[config.mk]
export PLATFORM = sky130hd
export DESIGN_NAME = bitslice_turn_buf
export DESIGN_NICKNAME = d
export VERILOG_FILES = /design/src/rtl/bstb_pkg.sv /design/src/rtl/bstb_bank_store.sv /design/src/rtl/bstb_occupancy.sv /design/src/rtl/bstb_wr_seq.sv /design/src/rtl/bstb_rd_seq.sv /design/src/rtl/bitslice_turn_buf.sv
export SDC_FILE = /design/constraint.sdc
export NUM_CORES = 1
export LEC_CHECK = 0
export BUFFER_PORTS_ARGS = -buffer_cell sky130_fd_sc_hd__buf_2
export CAP_MARGIN = 10
export CORE_MARGIN = 3
export CORE_UTILIZATION = 45
export CTS_CLUSTER_SIZE = 40
export DETAILED_ROUTE_END_ITERATION = 8
export GPL_TIMING_DRIVEN = 0
export PLACE_DENSITY = 0.73
export RECOVER_POWER = 100
export SLEW_MARGIN = 40
export SYNTH_ARGS = -nofsm -noshare
export SYNTH_HDL_FRONTEND = slang
export SYNTH_HIERARCHICAL = 1
export SYNTH_SLANG_ARGS = --single-unit
[constraint.sdc]
create_clock -name clk -period 3.6 [get_ports clk]
set_clock_uncertainty 0.15 [all_clocks]
set_input_delay 0.9 -clock clk [delete_from_list [all_inputs] [get_ports clk]]
set_output_delay 0.9 -clock clk [all_outputs]
set_load 0.05 [all_outputs]
[src/rtl/bstb_pkg.sv]
package bstb_pkg;

  // Default geometry of the corner turn.
  localparam int unsigned DEF_NSAMP = 8;
  localparam int unsigned DEF_WORD_W = 16;
  localparam int unsigned DEF_BEAT_BITS = 2;

  // Which of the two banks a pointer refers to.
  typedef enum logic {
    BANK_A = 1'b0,
    BANK_B = 1'b1
  } bank_sel_e;

  function automatic bank_sel_e other_bank(input bank_sel_e b);
    return (b == BANK_A) ? BANK_B : BANK_A;
  endfunction

endpackage

[src/rtl/bstb_bank_store.sv]
module bstb_bank_store
  import bstb_pkg::*;
#(
  parameter int unsigned NSAMP = DEF_NSAMP,
  parameter int unsigned WORD_W = DEF_WORD_W,
  parameter int unsigned BEAT_BITS = DEF_BEAT_BITS,
  localparam int unsigned SLICES = WORD_W / BEAT_BITS,
  localparam int unsigned PTR_W = $clog2(NSAMP),
  localparam int unsigned IDX_W = $clog2(SLICES)
) (
  input  logic                       clk,
  input  logic                       wr_en,
  input  bank_sel_e                  wr_bank,
  input  logic [PTR_W-1:0]           wr_ptr,
  input  logic [WORD_W-1:0]          wr_data,
  input  bank_sel_e                  rd_bank,
  input  logic [IDX_W-1:0]           rd_idx,
  output logic [NSAMP*BEAT_BITS-1:0] rd_lanes
);

  logic [WORD_W-1:0] mem_q [2][NSAMP];

  // Write side: one word lands in the selected bank and slot.
  for (genvar b = 0; b < 2; b++) begin : g_bank
    for (genvar w = 0; w < NSAMP; w++) begin : g_word
      logic hit;
      assign hit = wr_en && (wr_bank == bank_sel_e'(b)) && (wr_ptr == PTR_W'(w));
      always_ff @(posedge clk) begin
        if (hit) begin
          mem_q[b][w] <= wr_data;
        end
      end
    end
  end

  // Read side: the same slice of every word of the draining bank.
  for (genvar i = 0; i < NSAMP; i++) begin : g_lane
    logic [WORD_W-1:0] word;
    assign word = (rd_bank == BANK_B) ? mem_q[1][i] : mem_q[0][i];
    assign rd_lanes[i*BEAT_BITS +: BEAT_BITS] =
      word[rd_idx*BEAT_BITS +: BEAT_BITS];
  end

endmodule

[src/rtl/bstb_occupancy.sv]
module bstb_occupancy
  import bstb_pkg::*;
(
  input  logic       clk,
  input  logic       rst_n,
  input  logic       fill_done,
  input  bank_sel_e  fill_bank,
  input  logic       drain_done,
  input  bank_sel_e  drain_bank,
  output logic [1:0] bank_full
);

  // A bank is set full by the writer and cleared by the reader. The writer
  // only touches an empty bank and the reader only a full one, so the two
  // never target the same bank at the same edge.
  for (genvar b = 0; b < 2; b++) begin : g_flag
    always_ff @(posedge clk or negedge rst_n) begin
      if (!rst_n) begin
        bank_full[b] <= 1'b0;
      end else if (fill_done && (fill_bank == bank_sel_e'(b))) begin
        bank_full[b] <= 1'b1;
      end else if (drain_done && (drain_bank == bank_sel_e'(b))) begin
        bank_full[b] <= 1'b0;
      end
    end
  end

endmodule

[src/rtl/bstb_wr_seq.sv]
module bstb_wr_seq
  import bstb_pkg::*;
#(
  parameter int unsigned NSAMP = DEF_NSAMP,
  localparam int unsigned PTR_W = $clog2(NSAMP)
) (
  input  logic             clk,
  input  logic             rst_n,
  input  logic             in_valid,
  input  logic [1:0]       bank_full,
  output logic             in_ready,
  output logic             wr_en,
  output bank_sel_e        wr_bank,
  output logic [PTR_W-1:0] wr_ptr,
  output logic             fill_done
);

  localparam logic [PTR_W-1:0] LAST = PTR_W'(NSAMP - 1);

  assign in_ready  = !bank_full[wr_bank];
  assign wr_en     = in_valid && in_ready;
  assign fill_done = wr_en && (wr_ptr == LAST);

  always_ff @(posedge clk or negedge rst_n) begin
    if (!rst_n) begin
      wr_ptr  <= '0;
      wr_bank <= BANK_A;
    end else if (wr_en) begin
      if (wr_ptr == LAST) begin
        wr_ptr  <= '0;
        wr_bank <= other_bank(wr_bank);
      end else begin
        wr_ptr <= wr_ptr + 1'b1;
      end
    end
  end

endmodule

[src/rtl/bstb_rd_seq.sv]
module bstb_rd_seq
  import bstb_pkg::*;
#(
  parameter int unsigned SLICES = 8,
  localparam int unsigned IDX_W = $clog2(SLICES)
) (
  input  logic             clk,
  input  logic             rst_n,
  input  logic             out_ready,
  input  logic [1:0]       bank_full,
  output logic             out_valid,
  output logic             out_first,
  output bank_sel_e        rd_bank,
  output logic [IDX_W-1:0] rd_idx,
  output logic             drain_done
);

  localparam logic [IDX_W-1:0] LAST = IDX_W'(SLICES - 1);

  logic step;

  assign out_valid  = bank_full[rd_bank];
  assign out_first  = out_valid && (rd_idx == '0);
  assign step       = out_valid && out_ready;
  assign drain_done = step && (rd_idx == LAST);

  always_ff @(posedge clk or negedge rst_n) begin
    if (!rst_n) begin
      rd_idx  <= '0;
      rd_bank <= BANK_A;
    end else if (step) begin
      if (rd_idx == LAST) begin
        rd_idx  <= '0;
        rd_bank <= other_bank(rd_bank);
      end else begin
        rd_idx <= rd_idx + 1'b1;
      end
    end
  end

endmodule

[src/rtl/bitslice_turn_buf.sv]
module bitslice_turn_buf
  import bstb_pkg::*;
#(
  parameter int unsigned NSAMP = DEF_NSAMP,
  parameter int unsigned WORD_W = DEF_WORD_W,
  parameter int unsigned BEAT_BITS = DEF_BEAT_BITS,
  localparam int unsigned SLICES = WORD_W / BEAT_BITS,
  localparam int unsigned PTR_W = $clog2(NSAMP),
  localparam int unsigned IDX_W = $clog2(SLICES),
  localparam int unsigned LANES_W = NSAMP * BEAT_BITS
) (
  input  logic               clk,
  input  logic               rst_n,
  input  logic               in_valid,
  output logic               in_ready,
  input  logic [WORD_W-1:0]  in_data,
  output logic               out_valid,
  input  logic               out_ready,
  output logic [LANES_W-1:0] out_bits,
  output logic [IDX_W-1:0]   out_idx,
  output logic               out_first
);

  logic [1:0]       bank_full;
  logic             wr_en;
  bank_sel_e        wr_bank;
  logic [PTR_W-1:0] wr_ptr;
  logic             fill_done;
  bank_sel_e        rd_bank;
  logic             drain_done;

  bstb_wr_seq #(.NSAMP(NSAMP)) wr_i (
    .clk       (clk),
    .rst_n     (rst_n),
    .in_valid  (in_valid),
    .bank_full (bank_full),
    .in_ready  (in_ready),
    .wr_en     (wr_en),
    .wr_bank   (wr_bank),
    .wr_ptr    (wr_ptr),
    .fill_done (fill_done)
  );

  bstb_rd_seq #(.SLICES(SLICES)) rd_i (
    .clk        (clk),
    .rst_n      (rst_n),
    .out_ready  (out_ready),
    .bank_full  (bank_full),
    .out_valid  (out_valid),
    .out_first  (out_first),
    .rd_bank    (rd_bank),
    .rd_idx     (out_idx),
    .drain_done (drain_done)
  );

  bstb_occupancy occ_i (
    .clk        (clk),
    .rst_n      (rst_n),
    .fill_done  (fill_done),
    .fill_bank  (wr_bank),
    .drain_done (drain_done),
    .drain_bank (rd_bank),
    .bank_full  (bank_full)
  );

  bstb_bank_store #(
    .NSAMP     (NSAMP),
    .WORD_W    (WORD_W),
    .BEAT_BITS (BEAT_BITS)
  ) store_i (
    .clk      (clk),
    .wr_en    (wr_en),
    .wr_bank  (wr_bank),
    .wr_ptr   (wr_ptr),
    .wr_data  (in_data),
    .rd_bank  (rd_bank),
    .rd_idx   (out_idx),
    .rd_lanes (out_bits)
  );

endmodule

# Word-level counts from Yosys, hierarchy flattened
# Memory sizes are Yosys's and may differ from the RTL's.
# Cells that the tools add are included.
# Widths: inputs -> output; s select.
# totals
reg_bits,10
ramBits,256
in_bits,20
out_inout_bits,22
word_cells,119
mem_count,1
# classes
addsub,2
order_cmp,2
eq_ne,8
n_shift,8
n_mux,55
bitwise_logic,2
n_reduce_logical,35
# mem_list
name,words,word_bits,read_ports,rd_ports_with_merged_regs,wr,line_no,text
store_i.mem_q,2,128,2,0,1,bstb_bank_store.sv:21,logic [WORD_W-1:0] mem_q [2][NSAMP];
# op_table
op,n
$mux 128,1
$mux 16,8
$reduce_or 128->1,1
$shiftx 16x5->2,8
$mux 1,43
$logic_and 1x1->1,27
$eq 3x3->1 const B,5
$mux 8,1
$add 3x1->3 const B,2
$eq 3x2->1 const B,2
$logic_not 3->1,2
$mux 3,2
$lt 1x2->1 const B,2
$reduce_and 2->1,2
$reduce_bool 2->1,2
$eq 3x1->1 const B,1
$not 1->1,2
$logic_not 1->1,1

# Longest topological paths before layout
# Gate-level depths: netlist of run 1.
# depth
word_depth,10
depth_mapped,6
mapped_depth_nobuf,6

# Hierarchy
# Netlist of run 1, hierarchy kept.
# by_module_without_submodules
module,instances,cells_per_inst,area_each_um2,seq_area_each_um2
bstb_bank_store,1,423,9793.1,7687.4
bstb_rd_seq,1,21,252.7,100.1
bstb_wr_seq,1,18,227.7,100.1
bstb_occupancy,1,7,81.3,50.0

# Worst setup path before layout of run 1
# OpenSTA, ideal clock, no wires.
# synth_timing
path_type,reg-to-reg
start,register wr_i.wr_bank
end,memory store_i/mem_q[0][112] (netlist name) (enable)
setup_ps,430
t_arrival_ps,3211
t_required_ps,3020
slack_ps,-191
stages_incl_launch_ff,6
path_buffers,0
synth_period_minus_slack_ps,3791
path_cell_list,dfrtp_1 > mux2i_2 > nand2_2 > inv_1 > nand2b_1 > nor4_1
# synth_via
word_cells_on_any_way,37
cone_classes,22 x mux; 1 x bitwise; 14 x reduce/logical
# synth_rtl
element,line_no,text
start: declaration,bstb_wr_seq.sv:13,"output bank_sel_e wr_bank,"
start signal: assignment,bstb_wr_seq.sv:31,wr_bank <= other_bank(wr_bank);
$mux 1 (implied by the code) (2 in series),bstb_wr_seq.sv:20,assign in_ready = !bank_full[wr_bank];
$logic_not 1->1,bstb_wr_seq.sv:20,
net in_ready,bitslice_turn_buf.sv:15,"output logic in_ready,"
$logic_and 1x1->1,bstb_wr_seq.sv:21,assign wr_en = in_valid && in_ready;
net wr_en,bitslice_turn_buf.sv:25,logic wr_en;
$logic_and 1x1->1 (2 in series),bstb_bank_store.sv:27,assign hit = wr_en && (wr_bank == bank_sel_e'(b)) && (wr_ptr == PTR_W'(w));
net store_i.g_bank[0].g_word[0].hit,bstb_bank_store.sv:26,logic hit;
$mux 1,bstb_bank_store.sv:29,if (hit) begin
$mux 1 (implied by the code),bstb_bank_store.sv:30,mem_q[b][w] <= wr_data;
$mux 8 (no source line),--,
end: declaration,bstb_bank_store.sv:21,
# The timed path passes the listed nets, and every way through them passes these cells. The select of a mux whose other input is x is not followed.

# Worst setup path in the final report of run 1
# layout_timing
start,register rd_i.rd_idx[0]
end,output out_bits[1]
# layout_via
elab_chain_len,1
# layout_rtl
element,line_no,text
start: declaration,bstb_rd_seq.sv:14,"output logic [IDX_W-1:0] rd_idx,"
start signal: assignment,bstb_rd_seq.sv:36,rd_idx <= rd_idx + 1'b1;
$shiftx 16x5->2,bstb_bank_store.sv:41,word[rd_idx*BEAT_BITS +: BEAT_BITS];
end: declaration,bitslice_turn_buf.sv:19,"output logic [LANES_W-1:0] out_bits,"
# No other way between the ends.

==> results.sh, run 1 <==
export IMPL_status="complete, but fails checks"
export IMPL_violations="max-capacitance violations, max-slew violations"
export IMPL_min_path_type="primary input to async pin"
export IMPL_avgRoutedWirePerCell_um=25.09
export IMPL_dieWidth_um=157.7
export IMPL_critPathArrivalTime_ns=2.49
export IMPL_dieArea_mm2=0.02487
export IMPL_num_io_pins=42
export IMPL_synth_top_cell_by_area="edfxtp_1"
export IMPL_drive_gt1_share_pct=26.64
export IMPL_ys_ff_latch=266
export IMPL_num_rows=54
export IMPL_r2r_end="store_i/mem_q[0][56]"
export IMPL_final_common_cell="edfxtp_1"
export IMPL_clockBufferDepth=3
export IMPL_end_kind="output port"
export IMPL_setup_viol_count_final=0
export IMPL_worst_slew_pin_slew_ns=1.653
export IMPL_irDropWorstVdd_mv=0.5425
export IMPL_grt_pass1_vias=5341
export IMPL_syn_inst=469
export IMPL_grtUsageTotal_pct=17.72
export IMPL_routabilityCongestion=0.7525
export IMPL_mostFrequentLayoutCells="edfxtp_1 (256), mux4_2 (54), clkbuf_1 (48)"
export IMPL_syn2layout_area_growth_pct=14.57
export IMPL_period_needed_ns=3.539
export IMPL_finalMaxSlewViolations=68
export IMPL_synth_warnings=6
export IMPL_max_freq_ghz=0.2825
export IMPL_cts_sinks=266
export IMPL_max_cap_violations=4
export IMPL_vias=5105
export IMPL_reg2reg_from="wr_i/wr_bank"
export IMPL_design_area_mm2=0.01186
export IMPL_worst_setup_path_type="register to output port"
export IMPL_p_leak_nw=3.867
export IMPL_critPathMaxFanout=10
export IMPL_hold_viol_final=0
export IMPL_p_total_w=0.009901
export IMPL_synth_area_mm2=0.01035
export IMPL_max_slew_margin_pct=-10.63
export IMPL_drc_errors=0
export IMPL_period_share_pct=98.31
export IMPL_nNetsFinal=584
export IMPL_syn_area_per_cell_um2=22.08
export IMPL_finalWirelength_mm=21.52
export IMPL_ys_top_cells_by_area="edfxtp_1 (74%), mux4_2 (12%), mux4_1 (2.5%)"
export IMPL_vias_per_cell=5.950
export IMPL_rsz0062_at_grt="false"
export IMPL_io_buffers=41
export IMPL_synthDistinctLibCells=35
export IMPL_synth_top_area_share_pct=74.24
export IMPL_num_antenna_cells=0
export IMPL_htreeDepth=1
export IMPL_synth_seq_area_share_pct=76.66
export IMPL_start_util_pct=46.58
export IMPL_path_clk_slew_ns=0.06
export IMPL_core_area_mm2=0.02223
export IMPL_cts_tree="done"
export IMPL_insertion_delay_ns=0.51
export IMPL_first_pass_iters=4
export IMPL_dp_hpwl_mm=13.45
export IMPL_postPlaceCellArea_mm2=0.01114
export IMPL_syn_num_nets=494
export IMPL_cp_start_kind="register"
export IMPL_power_density_mw_per_mm2=834.5
export IMPL_grt_first_pass_wirelength_mm=32.95
export IMPL_rrSetupSlack_ns=0.25
export IMPL_root_buffer="clkbuf_16"
export IMPL_grt_overflow=0
export IMPL_antenna_found_initial=0
export IMPL_grt_max_degree=17
export IMPL_r2r_cells=7
export IMPL_required_ns=2.55
export IMPL_drt_iter0_markers=513
export IMPL_cts_inserted_buffers=26
export IMPL_ant_nets=0
export IMPL_fp_dieH_um=157.7
-- how the worst max path moves through the flow --
| stage | startpoint | endpoint | slack [ns] | cells after the start |
|---|---|---|---|---|
| after floorplan | wr_i/wr_bank | store_i/mem_q[0][80] | 0.12 | 6 |
| after global placement | in_valid | store_i/mem_q[0][59] | -0.27 | 5 |
| after detailed placement | rd_i/rd_idx[0] | out_bits[0] | 0.14 | 6 |
| after CTS | rd_i/rd_bank | out_bits[0] | 0.0004 | 6 |
| after global routing | rd_i/rd_idx[1] | out_bits[10] | 0.0001 | 5 |
| final | rd_i/rd_idx[0] | out_bits[1] | 0.06 | 6 |
-- registers in the layout (all words and copies together), names as in the netlist --
signal           flops
occ_i/bank_full      2
rd_i/rd_bank         1
rd_i/rd_idx          3
wr_i/wr_ptr          3
wr_i/wr_bank         1
store_i/mem_q      256
-- repair_timing --
| item | in CTS | in global routing |
|---|---|---|
| hold buffers | 0 | 0 |
| gates resized for setup | 25 | 4 |
| gates cloned | 0 | 0 |
| endpoints found under the setup margin | 16 | 12 |
| buffers inserted | 3 | 1 |
| pin swaps | 2 | 1 |
-- worst max-delay path: stages (launching register included) --
cell	delay, ns
dfrtp_2	0.42
buf_4	0.22
clkbuf_2	0.38
mux4_2	0.38
a22oi_1	0.19
nand2_1	0.12
clkbuf_2	0.26
-- cell type report --
| type | count | area, um^2 |
|---|---|---|
| fill | 1659 | 10360 |
| sequential | 266 | 7941 |
| multi-input combinational | 173 | 2240 |
| clock buffer | 34 | 701.9 |
| tap | 280 | 350.3 |
| timing repair buffer | 63 | 295.3 |
| buffer | 23 | 226.5 |
| clock inverter | 13 | 86.33 |
| inverter | 6 | 22.52 |
-- power breakdown --
part | switching (W) | internal [W]
Combinational | 0.00228 | 0.00133
Sequential | 0.000135 | 0.00367
Clock | 0.00105 | 0.00144
Total | 0.00346 | 0.00644
-- cell families (layout without fill, tap and decap cells) --
logic type      count (synthesis)  after routing  share of synthesized area (%)
mux                            71             71                          15.29
buf+inv                        30            139                          1.921
compound gates                 40             40                          2.900
simple gates                   57             57                          2.634
fa+ha+maj                       5              5                         0.6042
flops                         266            266                          76.66
-- stage by stage --
step | hold WS (ns) | utilization [%] | instances | setup TNS [ns] | worst slack, ns
finish | 0.1865 | 53.37 | 858 | 0 | 0.06069
global placement | 0.3793 | 49.14 | 790 | -16.14 | -0.2661
CTS | 0.07808 | 54.19 | 858 | 0 | 0.0004097
detailed placement | 0.3956 | 50.13 | 808 | 0 | 0.1423
floorplan | 0.3563 | - | 469 | 0 | 0.1227
global route | 0.2213 | 53.37 | 858 | 0 | 0.0001101
-- synthesized netlist by cell type --
master          number
mux2_4               6
nand2b_1             3
nand2_2              1
ha_1                 5
dlymetal6s2s_1       1
and3b_2              1
nand2_1             22
nand3_1              3
a31oi_1              1
and3_2               1
mux4_2              54
o31ai_1              1
a21oi_1              1
nand2_4              1
clkbuf_8             1
a22oi_1             32
buf_2                3
a41oi_1              1
dlygate4sd1_1        3
nor3_1               8
mux4_1              10
edfxtp_1           256
inv_1                6
dfrtp_1             10
nor4_1               2
nor2_1              10
buf_4                5
nor2b_1              4
o21ai_0              1
a41o_1               1
mux2i_2              1
a22o_1               2
buf_6                4
clkbuf_1             7
and2_1               1
-- metal layers --
layer,share of wire [%],GRT usage [%]
met1,41,24.64
met2,51,30.10
met4,1.3,3.595
met3,6.4,2.925
met5,0,0
No activity file was read; power rests on OpenSTA's default activity.
==> run 2: changes to the inputs <==
Settings changed: PLACE_DENSITY 0.73 to 0.76.
Clock period 3.6 ns to 3 ns, I/O delays scaled along.
==> run 2 against run 1 <==
First-iteration DRC count increased by 16%; total power increased by 30%; global-route usage decreased by 0.068 points; critical endpoint is now out_bits[13]; sequential cell count unchanged; critical path depth unchanged; utilization increased by 2.3 points; count of clock-buffer cells in the layout decreased by 3; sequential share of layout area decreased by 2.8 points; combinational power increased by 37%; cell count increased by 0.47%; the flow finishes with violations (negative setup slack); register-to-register slack about the same; worst hold slack improved by 0.17 ns.
==> results.sh, run 2 (same netlist as run 1, synthesis figures left out) <==
export IMPL_routabilityCongestion=0.7744
export IMPL_max_cap_violations=0
export IMPL_clockBufferDepth=3
export IMPL_grt_overflow=0
export IMPL_worst_slack_ns=-0.2145
export IMPL_root_buffer="clkbuf_16"
export IMPL_cts_inserted_buffers=26
export IMPL_ant_nets=0
export IMPL_critPathMaxFanout=10
export IMPL_htreeDepth=1
export IMPL_insertion_delay_ns=0.52
export IMPL_antenna_found_initial=0
export IMPL_max_slew_margin_pct=42.59
export IMPL_cts_sinks=266
export IMPL_avgRoutedWirePerCell_um=25.07
export IMPL_vias_per_cell=5.925
export IMPL_cpMaxStageDelayCell="mux4_2"
export IMPL_syn2layout_area_growth_pct=19.55
export IMPL_cpPeakStageDelay_ns=0.52
export IMPL_critical_path_cell_chain="buf_12 > buf_12 > mux4_2 > a22oi_2 > nand2_1 > buf_6"
export IMPL_critPathArrivalTime_ns=2.31
export IMPL_grt_max_degree=17
export IMPL_grt_pass1_vias=5284
export IMPL_nNetsFinal=588
export IMPL_finalWirelength_mm=21.61
export IMPL_worst_setup_path_type="register to output port"
export IMPL_grtUsageTotal_pct=17.66
export IMPL_vias=5107
export IMPL_num_rows=54
export IMPL_num_io_pins=42
export IMPL_worst_slew_pin_slew_ns=0.8612
export IMPL_drt_iter0_markers=593
export IMPL_first_pass_iters=5
export IMPL_final_common_cell="edfxtp_1"
export IMPL_largest_reg_flops=256
export IMPL_io_buffers=41
export IMPL_hold_viol_final=0
export IMPL_max_freq_ghz=0.3111
export IMPL_mostFrequentLayoutCells="edfxtp_1 (256), mux4_2 (59), clkbuf_16 (28)"
export IMPL_top_register="store_i/mem_q"
export IMPL_place_ws_ns=-0.2314
export IMPL_min_path_type="primary input to register"
export IMPL_path_clk_slew_ns=0.06
export IMPL_p_total_w=0.01288
export IMPL_required_ns=2.10
export IMPL_status="complete, but fails checks"
export IMPL_drive_gt1_share_pct=36.77
export IMPL_core_area_mm2=0.02223
export IMPL_reg_top3="store_i/mem_q x256, rd_i/rd_idx x3, wr_i/wr_ptr x3"
export IMPL_post_place_cells=802
export IMPL_p_leak_nw=4.059
export IMPL_setup_viol_count_final=16
export IMPL_power_density_mw_per_mm2=1040
export IMPL_crit_top_cell="buf_12"
export IMPL_violations="negative setup slack"
export IMPL_grt_first_pass_wirelength_mm=32.69
export IMPL_period_needed_ns=3.214
export IMPL_fp_dieH_um=157.7
export IMPL_dieWidth_um=157.7
export IMPL_dieArea_mm2=0.02487
export IMPL_rsz0062_at_grt="true"
export IMPL_period_share_pct=107.1
export IMPL_cp_start_kind="register"
export IMPL_finalMaxSlewViolations=0
export IMPL_finalNonFillerCells=862
export IMPL_dp_hpwl_mm=13.52
export IMPL_drc_errors=0
export IMPL_end_kind="output port"
export IMPL_num_antenna_cells=0
export IMPL_irDropWorstVdd_mv=0.5898
export IMPL_final_core_util_pct=55.69
export IMPL_cts_tree="done"
export IMPL_start_util_pct=46.58
## run 2: layout make-up
type | count | area, um^2
Buffer | 23 | 250.2
Clock buffer | 31 | 690.7
Clock inverter | 16 | 203.9
Fill cell | 1578 | 9849
Inverter | 6 | 22.52
Multi-Input combinational cell | 173 | 2422
Sequential cell | 266 | 7943
Tap cell | 280 | 350.3
Timing Repair Buffer | 67 | 496.7
## run 2: routing by layer
| metal | routed length, um | track usage (%) | share of wire (%) | vias to the layer above |
|---|---|---|---|---|
| li1 | - | - | - | 2157 |
| met1 | 8757 | 24.82 | 41 | 2705 |
| met2 | 10900 | 29.17 | 50 | 221 |
| met3 | 1596 | 2.843 | 7.4 | 24 |
| met4 | 363 | 4.752 | 1.7 | 0 |
| met5 | 0 | 0 | 0 | - |
## run 2: critical path: cells and delay by family (launching register included)
kind / cells / cell delay, ns
multiplexers: 1 / 0.52
flip-flops: 1 / 0.39
AO/OA/AOI/OAI: 1 / 0.24
buffers and inverters: 3 / 0.51
AND/OR/NAND/NOR: 1 / 0.13
## run 2: repair_timing
action | in CTS | in global routing
pin swaps | 3 | 8
setup buffers | 8 | 1
gates resized for setup | 75 | 19
hold buffers | 1 | 0
setup endpoints to repair | 16 | 16
endpoints found under the hold margin | 10 | 0
gates cloned | 0 | 1
## run 2: per-stage QoR
step	hold WS, ns	cell area (um^2)	TNS, ns
after floorplan	0.3044	10400	-33.15
after global placement	0.3784	10950	-53.03
after detailed placement	0.3940	11110	-1.830
after CTS	0.3554	12300	-3.196
after global routing	0.3575	12380	-4.168
final	0.3599	12380	-2.953
## run 2: path summary, 6_finish.rpt
check                           cells after the start  slack, ns          startpoint              endpoint
worst max-delay path                                6      -0.21        rd_i/rd_bank          out_bits[13]
worst min-delay path                                2       0.36           out_ready          rd_i/rd_bank
worst max register to register                      7       0.26        wr_i/wr_bank  store_i/mem_q[1][61]
worst min register to register                      1       0.39  occ_i/bank_full[0]          wr_i/wr_bank
max in group asynchronous                           2       1.74               rst_n        rd_i/rd_idx[2]
min in group asynchronous                           2       0.57               rst_n          wr_i/wr_bank
## run 2: power breakdown
group | internal (W) | leakage (nW) | switching (W)
combinational | 0.00203 | 1.20 | 0.00292
sequential | 0.00440 | 2.42 | 0.000157
clock | 0.00207 | 0.440 | 0.00130
